### config.mk
export PLATFORM = sky130hd
export DESIGN_NAME = link_rx_parser
export DESIGN_NICKNAME = d
export VERILOG_FILES = /design/src/rtl/link_rx_pkg.sv /design/src/rtl/link_rx_sampler.sv /design/src/rtl/link_rx_classify.sv /design/src/rtl/link_rx_frame_fsm.sv /design/src/rtl/link_rx_err_track.sv /design/src/rtl/link_rx_parser.sv
export SDC_FILE = /design/constraint.sdc
export NUM_CORES = 1
export LEC_CHECK = 0
export BUFFER_PORTS_ARGS = -buffer_cell sky130_fd_sc_hd__clkbuf_2
export CAP_MARGIN = 0
export CORE_MARGIN = 4
export CORE_UTILIZATION = 51
export DETAILED_ROUTE_END_ITERATION = 10
export PLACE_DENSITY = 0.8
export SLEW_MARGIN = 25
export SYNTH_ARGS = -nofsm -noshare
export SYNTH_HDL_FRONTEND = slang
export SYNTH_HIERARCHICAL = 1
export SYNTH_SLANG_ARGS = --single-unit
### constraint.sdc
create_clock -name clk_i -period 4.18 [get_ports clk_i]
set_input_delay 0.418 -clock clk_i [delete_from_list [all_inputs] [get_ports clk_i]]
set_output_delay 0.418 -clock clk_i [all_outputs]
set_load 0.005 [all_outputs]
### src/rtl/link_rx_pkg.sv
package link_rx_pkg;
  typedef enum logic [1:0] {ST_HUNT, ST_SYNC, ST_HOLD} rx_state_e;
  typedef enum logic [2:0] {CH_DATA, CH_EOF, CH_IDLE, CH_VLF, CH_BAD} ch_kind_e;

  localparam logic [7:0] CODE_EOF  = 8'hD0;
  localparam logic [7:0] CODE_IDLE = 8'hEE;
  localparam logic [7:0] CODE_VLF  = 8'hFF;

  function automatic logic [7:0] char_payload(input logic [9:0] c);
    return {c[9:6], c[4:1]};
  endfunction

  function automatic logic [1:0] char_type(input logic [9:0] c);
    return {c[0], c[5]};
  endfunction
endpackage

### src/rtl/link_rx_sampler.sv
module link_rx_sampler #(
  parameter int CHAR_W = 10
) (
  input  logic              clk_i,
  input  logic              rst_ni,
  input  logic [CHAR_W-1:0] char_i,
  input  logic              bsync_i,
  input  logic              lock_i,
  input  logic              err_i,
  input  logic              act_i,
  output logic [CHAR_W-1:0] char_q_o,
  output logic              bsync_q_o,
  output logic              lock_q_o,
  output logic              err_q_o,
  output logic              act_q_o,
  output logic              lock_d_o,
  output logic              act_d_o
);
  always_ff @(posedge clk_i or negedge rst_ni) begin
    if (!rst_ni) begin
      char_q_o  <= '0;
      bsync_q_o <= 1'b0;
      lock_q_o  <= 1'b0;
      err_q_o   <= 1'b0;
      act_q_o   <= 1'b0;
      lock_d_o  <= 1'b0;
      act_d_o   <= 1'b0;
    end else begin
      char_q_o  <= char_i;
      bsync_q_o <= bsync_i;
      lock_q_o  <= lock_i;
      err_q_o   <= err_i;
      act_q_o   <= act_i;
      lock_d_o  <= lock_q_o;
      act_d_o   <= act_q_o;
    end
  end
endmodule

### src/rtl/link_rx_classify.sv
module link_rx_classify
  import link_rx_pkg::*;
(
  input  logic [9:0] char_i,
  output ch_kind_e   kind_o,
  output logic [7:0] byte_o
);
  logic [1:0] ty;

  always_comb begin
    ty     = char_type(char_i);
    byte_o = char_payload(char_i);
    kind_o = CH_BAD;
    if (ty == 2'b00) kind_o = CH_DATA;
    else if (ty == 2'b11) begin
      unique case (byte_o)
        CODE_EOF:  kind_o = CH_EOF;
        CODE_IDLE: kind_o = CH_IDLE;
        CODE_VLF:  kind_o = CH_VLF;
        default:   kind_o = CH_BAD;
      endcase
    end
  end
endmodule

### src/rtl/link_rx_frame_fsm.sv
module link_rx_frame_fsm
  import link_rx_pkg::*;
#(
  parameter int HOLD_CYC = 16
) (
  input  logic       clk_i,
  input  logic       rst_ni,
  input  ch_kind_e   kind_i,
  input  logic [7:0] byte_i,
  input  logic       bsync_i,
  input  logic       lock_i,
  input  logic       err_i,
  input  logic       act_i,
  output logic [7:0] byte_o,
  output logic       valid_o,
  output logic       eof_o,
  output logic       err_evt_o
);
  localparam int HCW = (HOLD_CYC > 1) ? $clog2(HOLD_CYC) : 1;
  localparam logic [HCW-1:0] HOLD_LAST = HCW'(HOLD_CYC - 1);

  rx_state_e      st_q;
  logic [HCW-1:0] hcnt_q;
  logic           in_frame;
  logic           live;

  assign live      = act_i && lock_i && (st_q != ST_HOLD);
  assign in_frame  = (st_q == ST_SYNC) || bsync_i;
  assign err_evt_o = live && (err_i || (in_frame && kind_i == CH_BAD));

  always_ff @(posedge clk_i or negedge rst_ni) begin
    if (!rst_ni) begin
      st_q    <= ST_HUNT;
      hcnt_q  <= '0;
      byte_o  <= '0;
      valid_o <= 1'b0;
      eof_o   <= 1'b0;
    end else begin
      valid_o <= 1'b0;
      eof_o   <= 1'b0;
      if (act_i) begin
        if (!lock_i) begin
          st_q   <= ST_HOLD;
          hcnt_q <= '0;
        end else if (st_q == ST_HOLD) begin
          if (hcnt_q == HOLD_LAST) st_q <= ST_HUNT;
          else hcnt_q <= hcnt_q + 1'b1;
        end else if (err_i) begin
          st_q <= ST_HUNT;
        end else if (in_frame) begin
          unique case (kind_i)
            CH_DATA: begin
              st_q    <= ST_SYNC;
              byte_o  <= byte_i;
              valid_o <= 1'b1;
            end
            CH_EOF: begin
              st_q  <= ST_HUNT;
              eof_o <= 1'b1;
            end
            CH_IDLE, CH_VLF: st_q <= ST_SYNC;
            default: st_q <= ST_HUNT;
          endcase
        end
      end
    end
  end
endmodule

### src/rtl/link_rx_err_track.sv
module link_rx_err_track #(
  parameter int CNT_W = 8
) (
  input  logic             clk_i,
  input  logic             rst_ni,
  input  logic             err_evt_i,
  input  logic             cnt_rd_i,
  input  logic             lerr_ack_i,
  input  logic             chg_ack_i,
  input  logic             lock_q_i,
  input  logic             lock_d_i,
  input  logic             act_q_i,
  input  logic             act_d_i,
  output logic [CNT_W-1:0] cnt_o,
  output logic             lerr_o,
  output logic             chg_o
);
  localparam logic [CNT_W-1:0] CNT_MAX = {CNT_W{1'b1}};
  logic clr;
  logic chg_evt;

  assign clr     = cnt_rd_i || lerr_ack_i;
  assign chg_evt = (lock_q_i ^ lock_d_i) || (act_q_i ^ act_d_i);

  always_ff @(posedge clk_i or negedge rst_ni) begin
    if (!rst_ni) begin
      cnt_o  <= '0;
      lerr_o <= 1'b0;
      chg_o  <= 1'b0;
    end else begin
      if (clr) cnt_o <= err_evt_i ? CNT_W'(1) : '0;
      else if (err_evt_i && cnt_o != CNT_MAX) cnt_o <= cnt_o + 1'b1;

      if (err_evt_i) lerr_o <= 1'b1;
      else if (lerr_ack_i) lerr_o <= 1'b0;

      if (chg_evt) chg_o <= 1'b1;
      else if (chg_ack_i) chg_o <= 1'b0;
    end
  end
endmodule

### src/rtl/link_rx_parser.sv
module link_rx_parser
  import link_rx_pkg::*;
#(
  parameter int HOLD_CYC = 16,
  parameter int CNT_W    = 8
) (
  input  logic             clk_i,
  input  logic             rst_ni,
  input  logic [9:0]       rx_char_i,
  input  logic             rx_bsync_i,
  input  logic             rx_lock_i,
  input  logic             rx_err_i,
  input  logic             rx_act_i,
  input  logic             cnt_rd_i,
  input  logic             lerr_ack_i,
  input  logic             chg_ack_i,
  output logic [7:0]       byte_o,
  output logic             byte_valid_o,
  output logic             eof_o,
  output logic [CNT_W-1:0] err_cnt_o,
  output logic             link_err_o,
  output logic             state_chg_o,
  output logic             out_of_lock_o,
  output logic             link_act_o
);
  logic [9:0] char_q;
  logic       bsync_q, lock_q, err_q, act_q, lock_d, act_d;
  ch_kind_e   kind;
  logic [7:0] payload;
  logic       err_evt;

  link_rx_sampler #(.CHAR_W(10)) u_smp (
    .clk_i, .rst_ni,
    .char_i(rx_char_i), .bsync_i(rx_bsync_i), .lock_i(rx_lock_i),
    .err_i(rx_err_i), .act_i(rx_act_i),
    .char_q_o(char_q), .bsync_q_o(bsync_q), .lock_q_o(lock_q),
    .err_q_o(err_q), .act_q_o(act_q), .lock_d_o(lock_d), .act_d_o(act_d)
  );

  link_rx_classify u_cls (
    .char_i(char_q), .kind_o(kind), .byte_o(payload)
  );

  link_rx_frame_fsm #(.HOLD_CYC(HOLD_CYC)) u_fsm (
    .clk_i, .rst_ni,
    .kind_i(kind), .byte_i(payload), .bsync_i(bsync_q), .lock_i(lock_q),
    .err_i(err_q), .act_i(act_q),
    .byte_o(byte_o), .valid_o(byte_valid_o), .eof_o(eof_o), .err_evt_o(err_evt)
  );

  link_rx_err_track #(.CNT_W(CNT_W)) u_err (
    .clk_i, .rst_ni,
    .err_evt_i(err_evt), .cnt_rd_i(cnt_rd_i), .lerr_ack_i(lerr_ack_i),
    .chg_ack_i(chg_ack_i), .lock_q_i(lock_q), .lock_d_i(lock_d),
    .act_q_i(act_q), .act_d_i(act_d),
    .cnt_o(err_cnt_o), .lerr_o(link_err_o), .chg_o(state_chg_o)
  );

  assign out_of_lock_o = ~lock_q;
  assign link_act_o    = act_q;
endmodule

==> results of run 1 <==
-- cell usage in the layout (no fill, tap or decap), drive strengths merged, types with 4 or more instances in the layout --
master	instances
clkbuf	45
dfrtp	42
inv	9
nand2	8
mux2	8
nand4	8
nor3	7
a21oi	6
o21ai	5
nand3	4
nor2	4
-- stage by stage --
stage	worst slack (ns)	util, %
after floorplan	1.83	-
after global placement	1.59	57.1
after detailed placement	1.55	57.1
after CTS	1.51	59.4
after global routing	1.28	59.5
final	1.51	59.5
-- path summary, 6_finish.rpt --
path	slack, ns	cells past startpoint	start	end
worst max-delay path	1.51	6	u_smp/char_q_o[2]$_DFF_PN0_	u_fsm/byte_o[2]$_DFFE_PN0P_
worst min-delay path	0.09	1	rst_ni	u_fsm/byte_o[0]$_DFFE_PN0P_
worst max register to register	1.51	6	u_smp/char_q_o[2]$_DFF_PN0_	u_fsm/byte_o[2]$_DFFE_PN0P_
worst min register to register	0.50	2	u_smp/lock_d_o$_DFF_PN0_	u_err/chg_o$_DFFE_PN0P_
max in group asynchronous	3.74	1	rst_ni	u_fsm/valid_o$_DFF_PN0_
min in group clk_i	0.22	1	rx_lock_i	u_smp/lock_q_o$_DFF_PN0_
-- sequential cells by signal (all words and copies together), names as in the netlist, 2 cells and up --
| register | count |
|---|---|
| u_err/cnt_o | 8 |
| u_fsm/byte_o | 8 |
| u_fsm/hcnt_q | 4 |
| u_fsm/st_q | 2 |
| u_smp/char_q_o | 10 |
-- power by group through the flow --
stage	logic (mW)	registers (mW)	clock network (mW)
floorplan	0.0760	0.478	0
global placement	0.113	0.484	0
detailed placement	0.117	0.485	0
CTS	0.117	0.477	0.264
global route	0.133	0.483	0.283
finish	0.116	0.477	0.252
-- worst max-delay path: cells and delay by family, from the launching register on --
family	cells	cell delay [ns]
flops	1	0.41
mux	1	0.41
simple gates	5	1.74
-- cell families (layout without fill, tap and decap cells) --
logic type / after synthesis / count (layout) / synth area share (%)
AO/OA/AOI/OAI: 28 / 28 / 11.5
XOR/XNOR: 3 / 3 / 1.35
adder cells (fa/ha/maj): 2 / 2 / 1.28
buffers and inverters: 22 / 57 / 7.18
flip-flops: 42 / 42 / 53.9
multiplexers: 10 / 10 / 5.64
AND/OR/NAND/NOR: 53 / 53 / 19.1
-- routing by layer --
layer / track usage [%] / vias up / share of wire, %
met5: 0 / - / 0
met4: 6.60 / 0 / 1.6
met3: 5.65 / 7 / 7.4
met2: 22.7 / 43 / 46
met1: 19.8 / 622 / 45
li1: - / 643 / -
-- area by class of cell --
type                    instances  area, sq um
flip-flops and latches         42         1050
fillers                       318         1500
clock buffers                   6         72.6
clock inverters                 2         13.8
well taps                      48         60.1
repair buffers                 40          203
multi-input cells              96          759
inverters                       9         33.8
==> summary.txt, run 1 <==
Placement
  • Half-perimeter wire length after placement: 2460 microns
  • Port buffer count: 40
  • # placed instances: 235
  • Placed cell areas: 2100 sq um
  • Final GP Congestion: 0.811

STA
  • Pins Over Slew Limit: 0
  • Fin Setup TNS: 0 ns
  • Final hold viol count: 0
  • Setup violations, final: 0
  • RSZ-0062 raised after global routing: false
  • Final hold slack: 0.0935 ns
  • Tcrit/Tclk final: 63.8%
  • Fin crit period: 2.67 ns
  • Least-Margin Pin Slew: 0.769 ns
  • Worst Skew: 0.00559 ns
  • Achievable frequency: 375 MHz
  • Slew margin rel.: 48.3%

Yosys
  • Top cells by count, synth: 42 x dfrtp_1, 9 x buf_4, 9 x inv_1
  • Most frequent cell after synthesis: dfrtp_1
  • Post-Syn Nets: 181
  • Share of the synthesized area in the top cell type: 53.9%
  • Top_reg_cell synth: dfrtp_1
  • Sequential share of the synthesized area: 53.9%
  • Top cell type by total area after synthesis: dfrtp_1
  • Flops & latches, synth: 42
  • Syn Inst Count: 160
  • Syn avg cell area: 12.2 sq um
  • Unique masters post-synth: 45
  • Syn Std Cell Area: 1950 sq um
  • Top post-synthesis cells by area: dfrtp_1 54%, mux2_2 4.6%, buf_4 3.5%, nand4_1 2.2%, inv_1 1.7%
  • Total number of yosys warnings: 6
  • Post-synth EDFFs: 0
  • Async S/R FF share, synth: 100%

Clock network
  • Clock Tree Buf Depth: 2
  • CTS root buf: clkbuf_8
  • Worst-path clk slew: 0.08 ns
  • Count of hold-fix buffers inserted at cts: 0
  • Clock sink count: 42
  • H-tree levels: 2
  • CTS tree: built
  • CTS Buf Count: 5
  • Setup bufs post-CTS: 0
  • Clock Latency Late Sink: 0.29 ns
  • CTS-repair resized insts: 0

Floorplan
  • # IOs: 41
  • Die Span Y: 69.8 microns
  • Die Wd: 69.8 microns
  • Site row count: 22
  • Core area: 3690 sq um
  • Total Die Area: 4880 sq um
  • Starting Density: 52.9%

Final layout
  • Final cell count without fillers: 243
  • Net count, final: 215
  • ANT cells: 0
  • Layout cells sized above 1: 35.9%
  • Final instance area: 2190 sq um
  • Area Overhead vs Synth: 12.4%

Power and ir drop
  • Sw frac: 26.9%
  • Switching power: 0.227 mW
  • Sequential power share: 56.4%
  • Total power draw: 0.845 mW
  • Max VDD drop: 0.230 mV
  • Leak: 1.05 nW
  • Clock share of power: 29.8%
  • Pwr dens: 385 nW/um^2
  • Comb pwr share: 13.7%
  • Pint: 0.617 mW

Global route
  • Total global-route track usage: 15.2%
  • Pin count of the biggest net entering global routing: 43
  • Initial antenna violation count: 0
  • Grt total ovfl: 0
  • Vias in the first global route: 1,273
  • First-pass GRT wire length: 5890 microns

Routing
  • DRC Markers: 0
  • DR pass1 iterations: 4
  • Mean routed wirelength per cell: 14.2 microns
  • Via Count: 1,315
  • Number of DRC markers in iteration 0: 63
  • Post-route ant nets: 0
  • Routed vias/inst: 5.41
  • Routed WL: 3450 microns

Status
  • Status: finished, final reports clean

Critical path
  • Required time of the critical path: 4.36 ns
  • Crit-path max FO: 9
  • Critical Path End Type: register
  • Worst path cell trace: nand4_1 -> nor4_1 -> nor3_1 -> nand4b_4 -> nor4_4 -> mux2_2
  • Crit path DAT: 2.85 ns
  • Max incr delay on CP: 0.70 ns
  • Critical path's slowest cell: nor4_1
  • Critical Path Start Type: register
  • Worst setup path category: register to register

Run
  • MaxCap Viol Count: 0

Worst hold path
  • Min-Delay Path Class: input port to async pin
(Power assumes the default switching activity.)
==> inputs of run 2 (changes only) <==
- clock period: 4.18 -> 2.6 ns (I/O delays scaled with it)
==> run 2 against run 1 <==
  * Die area is the same
  * Sequential power grew 60%
  * Fmax grew 11%
  * Final cell count grew 1.6%
  * Non-clock buffer count grew 4
  * Final area grew 3.0%
  * Clock power grew 110%
  * Combinational power grew 66%
  * Register-to-register slack lost 1.3 ns
  * Largest cell class unchanged
  * Flip-flop and latch count is the same
  * Hold slack lost 0.031 ns
  * Utilization grew 1.8 points
==> summary.txt, run 2 (synthesis gave the netlist of run 1 again) <==
Power and ir drop
  • Pwr dens: 661 nW/um^2
  • Max VDD drop: 0.469 mV
  • Leak: 1.08 nW

STA
  • Fin crit period: 2.41 ns
  • Achievable frequency: 415 MHz
  • RSZ-0062 raised after global routing: false
  • Setup violations, final: 0
  • Pins Over Slew Limit: 0
  • Worst Skew: 0.00512 ns
  • Final hold slack: 0.0622 ns
  • Final hold viol count: 0
  • Fin Setup TNS: 0 ns
  • Slew margin rel.: 66.1%
  • Tcrit/Tclk final: 92.8%
  • Least-Margin Pin Slew: 0.509 ns

Clock network
  • Setup bufs post-CTS: 0
  • Clock Tree Buf Depth: 2
  • CTS Buf Count: 5
  • H-tree levels: 2
  • Worst-path clk slew: 0.09 ns
  • Clock sink count: 42
  • CTS tree: built
  • CTS root buf: clkbuf_8
  • Clock Latency Late Sink: 0.30 ns

Run
  • MaxCap Viol Count: 0

Floorplan
  • Die Span Y: 69.8 microns
  • Starting Density: 52.9%
  • Die Wd: 69.8 microns
  • # IOs: 41
  • Core area: 3690 sq um
  • Site row count: 22
  • Total Die Area: 4880 sq um

Final layout
  • Filler instances: 324
  • Final instance area: 2260 sq um
  • Most frequent cells in the layout: 42 x dfrtp_1, 39 x clkbuf_2, 9 x inv_1
  • Area Overhead vs Synth: 15.8%
  • Layout cells sized above 1: 37.7%
  • Final cell count without fillers: 247
  • Net count, final: 219
  • ANT cells: 0
  • Commonest non-fill, non-tap cell in the layout: dfrtp_1
  • Max FFs per register: 10
  • Top reg by flops: u_smp/char_q_o
  • Largest regs: u_smp/char_q_o x10, u_err/cnt_o x8, u_fsm/byte_o x8

Worst hold path
  • Worst Min Path Start: rx_char_i[8]
  • Min-Delay Path Class: input port to register

Routing
  • Via Count: 1,367
  • Number of DRC markers in iteration 0: 67
  • Mean routed wirelength per cell: 14.5 microns
  • Post-route ant nets: 0
  • DR pass1 iterations: 4
  • Routed vias/inst: 5.53
  • DRC Markers: 0
  • Routed WL: 3590 microns

Critical path
  • Critical Path Start Type: register
  • Critical path buffer and inverter count: 0
  • Reg2reg start: u_smp/char_q_o[1]$_DFF_PN0_
  • CP delay by family, top: simple AND/OR/NAND/NOR gates
  • Critical path's slowest cell: dfrtp_1
  • Required time of the critical path: 2.83 ns
  • Worst Setup SP: u_smp/char_q_o[1]$_DFF_PN0_
  • Crit-path max FO: 9
  • Worst setup path category: register to register
  • Max incr delay on CP: 0.41 ns
  • Worst path cell trace: xor2_1 -> nor4_1 -> nor3_1 -> nor4b_1 -> o2111a_2 -> nand4_4 -> a2111oi_4 -> mux2i_1
  • Crit path DAT: 2.64 ns
  • Critical Path End Type: register

Placement
  • # placed instances: 238
  • Port buffer count: 40
  • Final GP Congestion: 0.809
  • Placed cell areas: 2130 sq um
  • Half-perimeter wire length after placement: 2580 microns

Global route
  • Grt total ovfl: 0
  • Pin count of the biggest net entering global routing: 43
  • Initial antenna violation count: 0
  • Total global-route track usage: 15.0%
  • First-pass GRT wire length: 5890 microns
  • Vias in the first global route: 1,292

Status
  • Status: finished, final reports clean
run 2: cell count changes in the layout (fill, tap and decap cells not counted):
cell           delta
bufinv_16         +1
clkbuf_1          -1
clkinv_2          -1
buf_4             +3
inv_8             +1
clkinv_4          -1
dlygate4sd3_1     +1
clkinvlp_4        +1
o2111a_1          -1
o2111a_2          +1
run 2: metal layers:
layer | GRT usage [%] | part of all wire [%] | up-vias | wire length [microns]
met5 | 0 | 0 | - | 0
li1 | - | - | 651 | -
met3 | 6.23 | 8.6 | 6 | 307
met4 | 4.68 | 1.2 | 0 | 43
met1 | 19.7 | 43 | 656 | 1540
met2 | 22.7 | 47 | 54 | 1690
run 2: worst paths after layout:
path,endpoint,slack (ns),cells past startpoint
max,u_err/cnt_o[5]$_DFFE_PN0P_,0.19,8
min,u_smp/char_q_o[8]$_DFF_PN0_,0.06,1
max reg2reg,u_err/cnt_o[5]$_DFFE_PN0P_,0.19,8
min reg2reg,u_err/chg_o$_DFFE_PN0P_,0.51,2
max in group asynchronous,u_err/chg_o$_DFFE_PN0P_,1.78,2
min in group asynchronous,u_fsm/eof_o$_DFF_PN0_,0.47,2
run 2: repair_timing:
item	4_1_cts	5_1_grt
resized for setup	0	1
hold endpoints to repair	0	42
setup endpoints to repair	0	1
hold buffers	0	1
run 2: through the flow:
stage / util (%) / power (mW) / setup slack (ns)
4_1_cts: 60.9 / 1.51 / 0.0886
3_5_place_dp: 57.7 / 0.968 / 0.0755
3_3_place_gp: 57.7 / 0.962 / 0.213
5_1_grt: 61.2 / 1.57 / 0.0241
2_1_floorplan: - / 0.891 / 0.247
6_report: 61.2 / 1.49 / 0.188
run 2: layout make-up:
cell class	count	area, sq um	share of cell area, %
repair buffers	44	235	10.4
clock inverters	3	48.8	2.16
clock buffers	5	68.8	3.05
inverters	9	33.8	1.50
well taps	48	60.1	2.66
flip-flops and latches	42	1050	46.5
multi-input cells	96	761	33.7
run 2: where the power goes:
part	switching [mW]	total, mW	leakage, nW	internal (mW)
clock	0.245	0.538	0.0563	0.293
combinational	0.0989	0.192	0.485	0.0926
sequential	0.0494	0.762	0.535	0.713
total	0.394	1.49	1.08	1.10
==> inputs of run 3 (changes only) <==
- PLACE_DENSITY: 0.8 -> 0.84
==> run 3 against run 2 <==
  * Register-to-register slack about the same
  * Count of clock-buffer cells in the layout rose by 1
  * Global-route usage up 1.5 points
  * Sequential power hardly changed
  * Non-clock buffer count stayed put
  * Largest power group unchanged
==> summary.txt, run 3 (synthesis gave the netlist of run 1 again) <==
Placement
  • Dpl ws: 0.0380 ns
  • Port buffer count: 40
  • Final GP Congestion: 0.830
  • Half-perimeter wire length after placement: 2590 microns
  • # placed instances: 238

Worst hold path
  • Min-Delay Path Class: input port to register
  • Worst Min Path Start: rx_act_i

Clock network
  • Clock Latency Late Sink: 0.29 ns
  • CTS root buf: clkbuf_8
  • H-tree levels: 2
  • CTS tree: built
  • CTS Buf Count: 5
  • Clock Tree Buf Depth: 2
  • Clock sink count: 42
  • Worst-path clk slew: 0.08 ns

Global route
  • Pin count of the biggest net entering global routing: 43
  • Grt total ovfl: 0
  • Vias in the first global route: 1,384
  • Total global-route track usage: 16.5%
  • First-pass GRT wire length: 6490 microns
  • Initial antenna violation count: 0

Final layout
  • Layout cells sized above 1: 37.7%
  • Commonest non-fill, non-tap cell in the layout: dfrtp_1
  • Final cell count without fillers: 247
  • Most frequent cells in the layout: 42 x dfrtp_1, 39 x clkbuf_2, 9 x inv_1
  • Area of the multi-input gates: 766 sq um
  • Largest regs: u_smp/char_q_o x10, u_err/cnt_o x8, u_fsm/byte_o x8
  • ANT cells: 0
  • Filler instances: 319
  • Top reg by flops: u_smp/char_q_o
  • Net count, final: 219
  • Area Overhead vs Synth: 15.7%
  • Max FFs per register: 10
  • Sequential cell area: 1050 sq um

Routing
  • Mean routed wirelength per cell: 14.4 microns
  • Number of DRC markers in iteration 0: 67
  • Routed vias/inst: 5.60
  • Via Count: 1,383
  • Routed WL: 3570 microns
  • Post-route ant nets: 0
  • DRC Markers: 0
  • DR pass1 iterations: 4

Critical path
  • Worst Setup SP: u_smp/char_q_o[6]$_DFF_PN0_
  • Crit path to: u_err/cnt_o[5]$_DFFE_PN0P_
  • Stages on the worst setup path: 8
  • Worst setup path category: register to register
  • Critical path buffer and inverter count: 0
  • Crit-path max FO: 9
  • Max incr delay on CP: 0.42 ns
  • Worst path cell trace: xor2_1 -> nor4_1 -> nor3_2 -> nor4b_1 -> o2111a_2 -> nand4_4 -> a2111oi_4 -> mux2i_1
  • Reg2reg start: u_smp/char_q_o[6]$_DFF_PN0_
  • R2R setup slack: 0.19 ns
  • Critical path's slowest cell: dfrtp_1
  • Required time of the critical path: 2.81 ns
  • Critical Path Start Type: register
  • R2r worst-path depth: 8
  • R2r endpoint: u_err/cnt_o[5]$_DFFE_PN0P_
  • CP delay by family, top: simple AND/OR/NAND/NOR gates
  • Crit path DAT: 2.63 ns
  • Critical Path End Type: register

Power and ir drop
  • Leak: 1.07 nW
  • Total power draw: 1.45 mW
  • Clock share of power: 34.4%
  • Max VDD drop: 0.373 mV
  • Switching power: 0.362 mW
  • Pint: 1.09 mW
  • Comb pwr share: 13.1%
  • Pwr dens: 645 nW/um^2
  • Sequential power share: 52.5%
  • Sw frac: 24.9%

Floorplan
  • Core area: 3690 sq um
  • Starting Density: 52.9%
  • # IOs: 41
  • Die Wd: 69.8 microns
  • Site row count: 22
  • Total Die Area: 4880 sq um
  • Die Span Y: 69.8 microns

STA
  • RSZ-0062 raised after global routing: false
  • Fin crit period: 2.41 ns
  • Least-Margin Pin Slew: 0.501 ns
  • Final hold slack: 0.0658 ns
  • Tcrit/Tclk final: 92.7%
  • Slew margin rel.: 66.6%
  • Setup violations, final: 0
  • Achievable frequency: 415 MHz
  • Setup ws final: 0.189 ns
  • Pins Over Slew Limit: 0
  • Final hold viol count: 0
  • Worst Skew: 0.00513 ns
  • Fin Setup TNS: 0 ns

Status
  • Status: finished, final reports clean

Run
  • MaxCap Viol Count: 0
-- run 3: cell types whose count changed in the layout (fill, tap and decap cells not counted) --
cell,previous run,this run
inv_8,1,0
clkbuf_1,0,1
nor3_1,6,5
nor3_2,1,2
-- run 3: cell type report --
cell class / count / area share, %
clock buffer: 6 / 3.22
clock inverter: 2 / 1.66
tap: 48 / 2.66
sequential: 42 / 46.6
inverter: 9 / 1.50
timing repair buffer: 44 / 10.4
multi-input combinational: 96 / 33.9
-- run 3: how the worst min path moves through the flow --
stage	to	slack, ns	cells past startpoint
global placement	u_smp/act_q_o$_DFF_PN0_	0.37	1
detailed placement	u_smp/err_q_o$_DFF_PN0_	0.37	1
floorplan	u_err/chg_o$_DFFE_PN0P_	-0.04	0
global route	u_smp/char_q_o[8]$_DFF_PN0_	0.05	1
CTS	u_smp/err_q_o$_DFF_PN0_	0.06	1
finish	u_smp/act_q_o$_DFF_PN0_	0.07	1
-- run 3: power by group through the flow --
stage	Sequential, mW	Clock, mW	Combinational (mW)
finish	0.764	0.500	0.190
global route	0.774	0.546	0.217
CTS	0.764	0.517	0.191
detailed placement	0.777	0	0.190
global placement	0.773	0	0.187
floorplan	0.769	0	0.122
-- run 3: through the flow --
step           area [sq um]  util, %
3_3_place_gp           2130     57.7
4_1_cts                2240     60.7
2_1_floorplan          1950        -
5_1_grt                2260     61.2
6_report               2260     61.2
3_5_place_dp           2130     57.7
-- run 3: repair_timing --
action,in CTS,in global routing
hold buffers,0,1
hold endpoints to repair,0,42
gates resized for setup,0,2
buffers inserted,0,0
endpoints found under the setup margin,0,2
-- run 3: per-layer routing --
layer  up-vias  GRT usage [%]  share of wire [%]
li1        655              -                  -
met1       678           22.0                 45
met2        42           25.7                 47
met3         8           4.35                6.2
met4         0           6.38                1.8
met5         -              0                  0
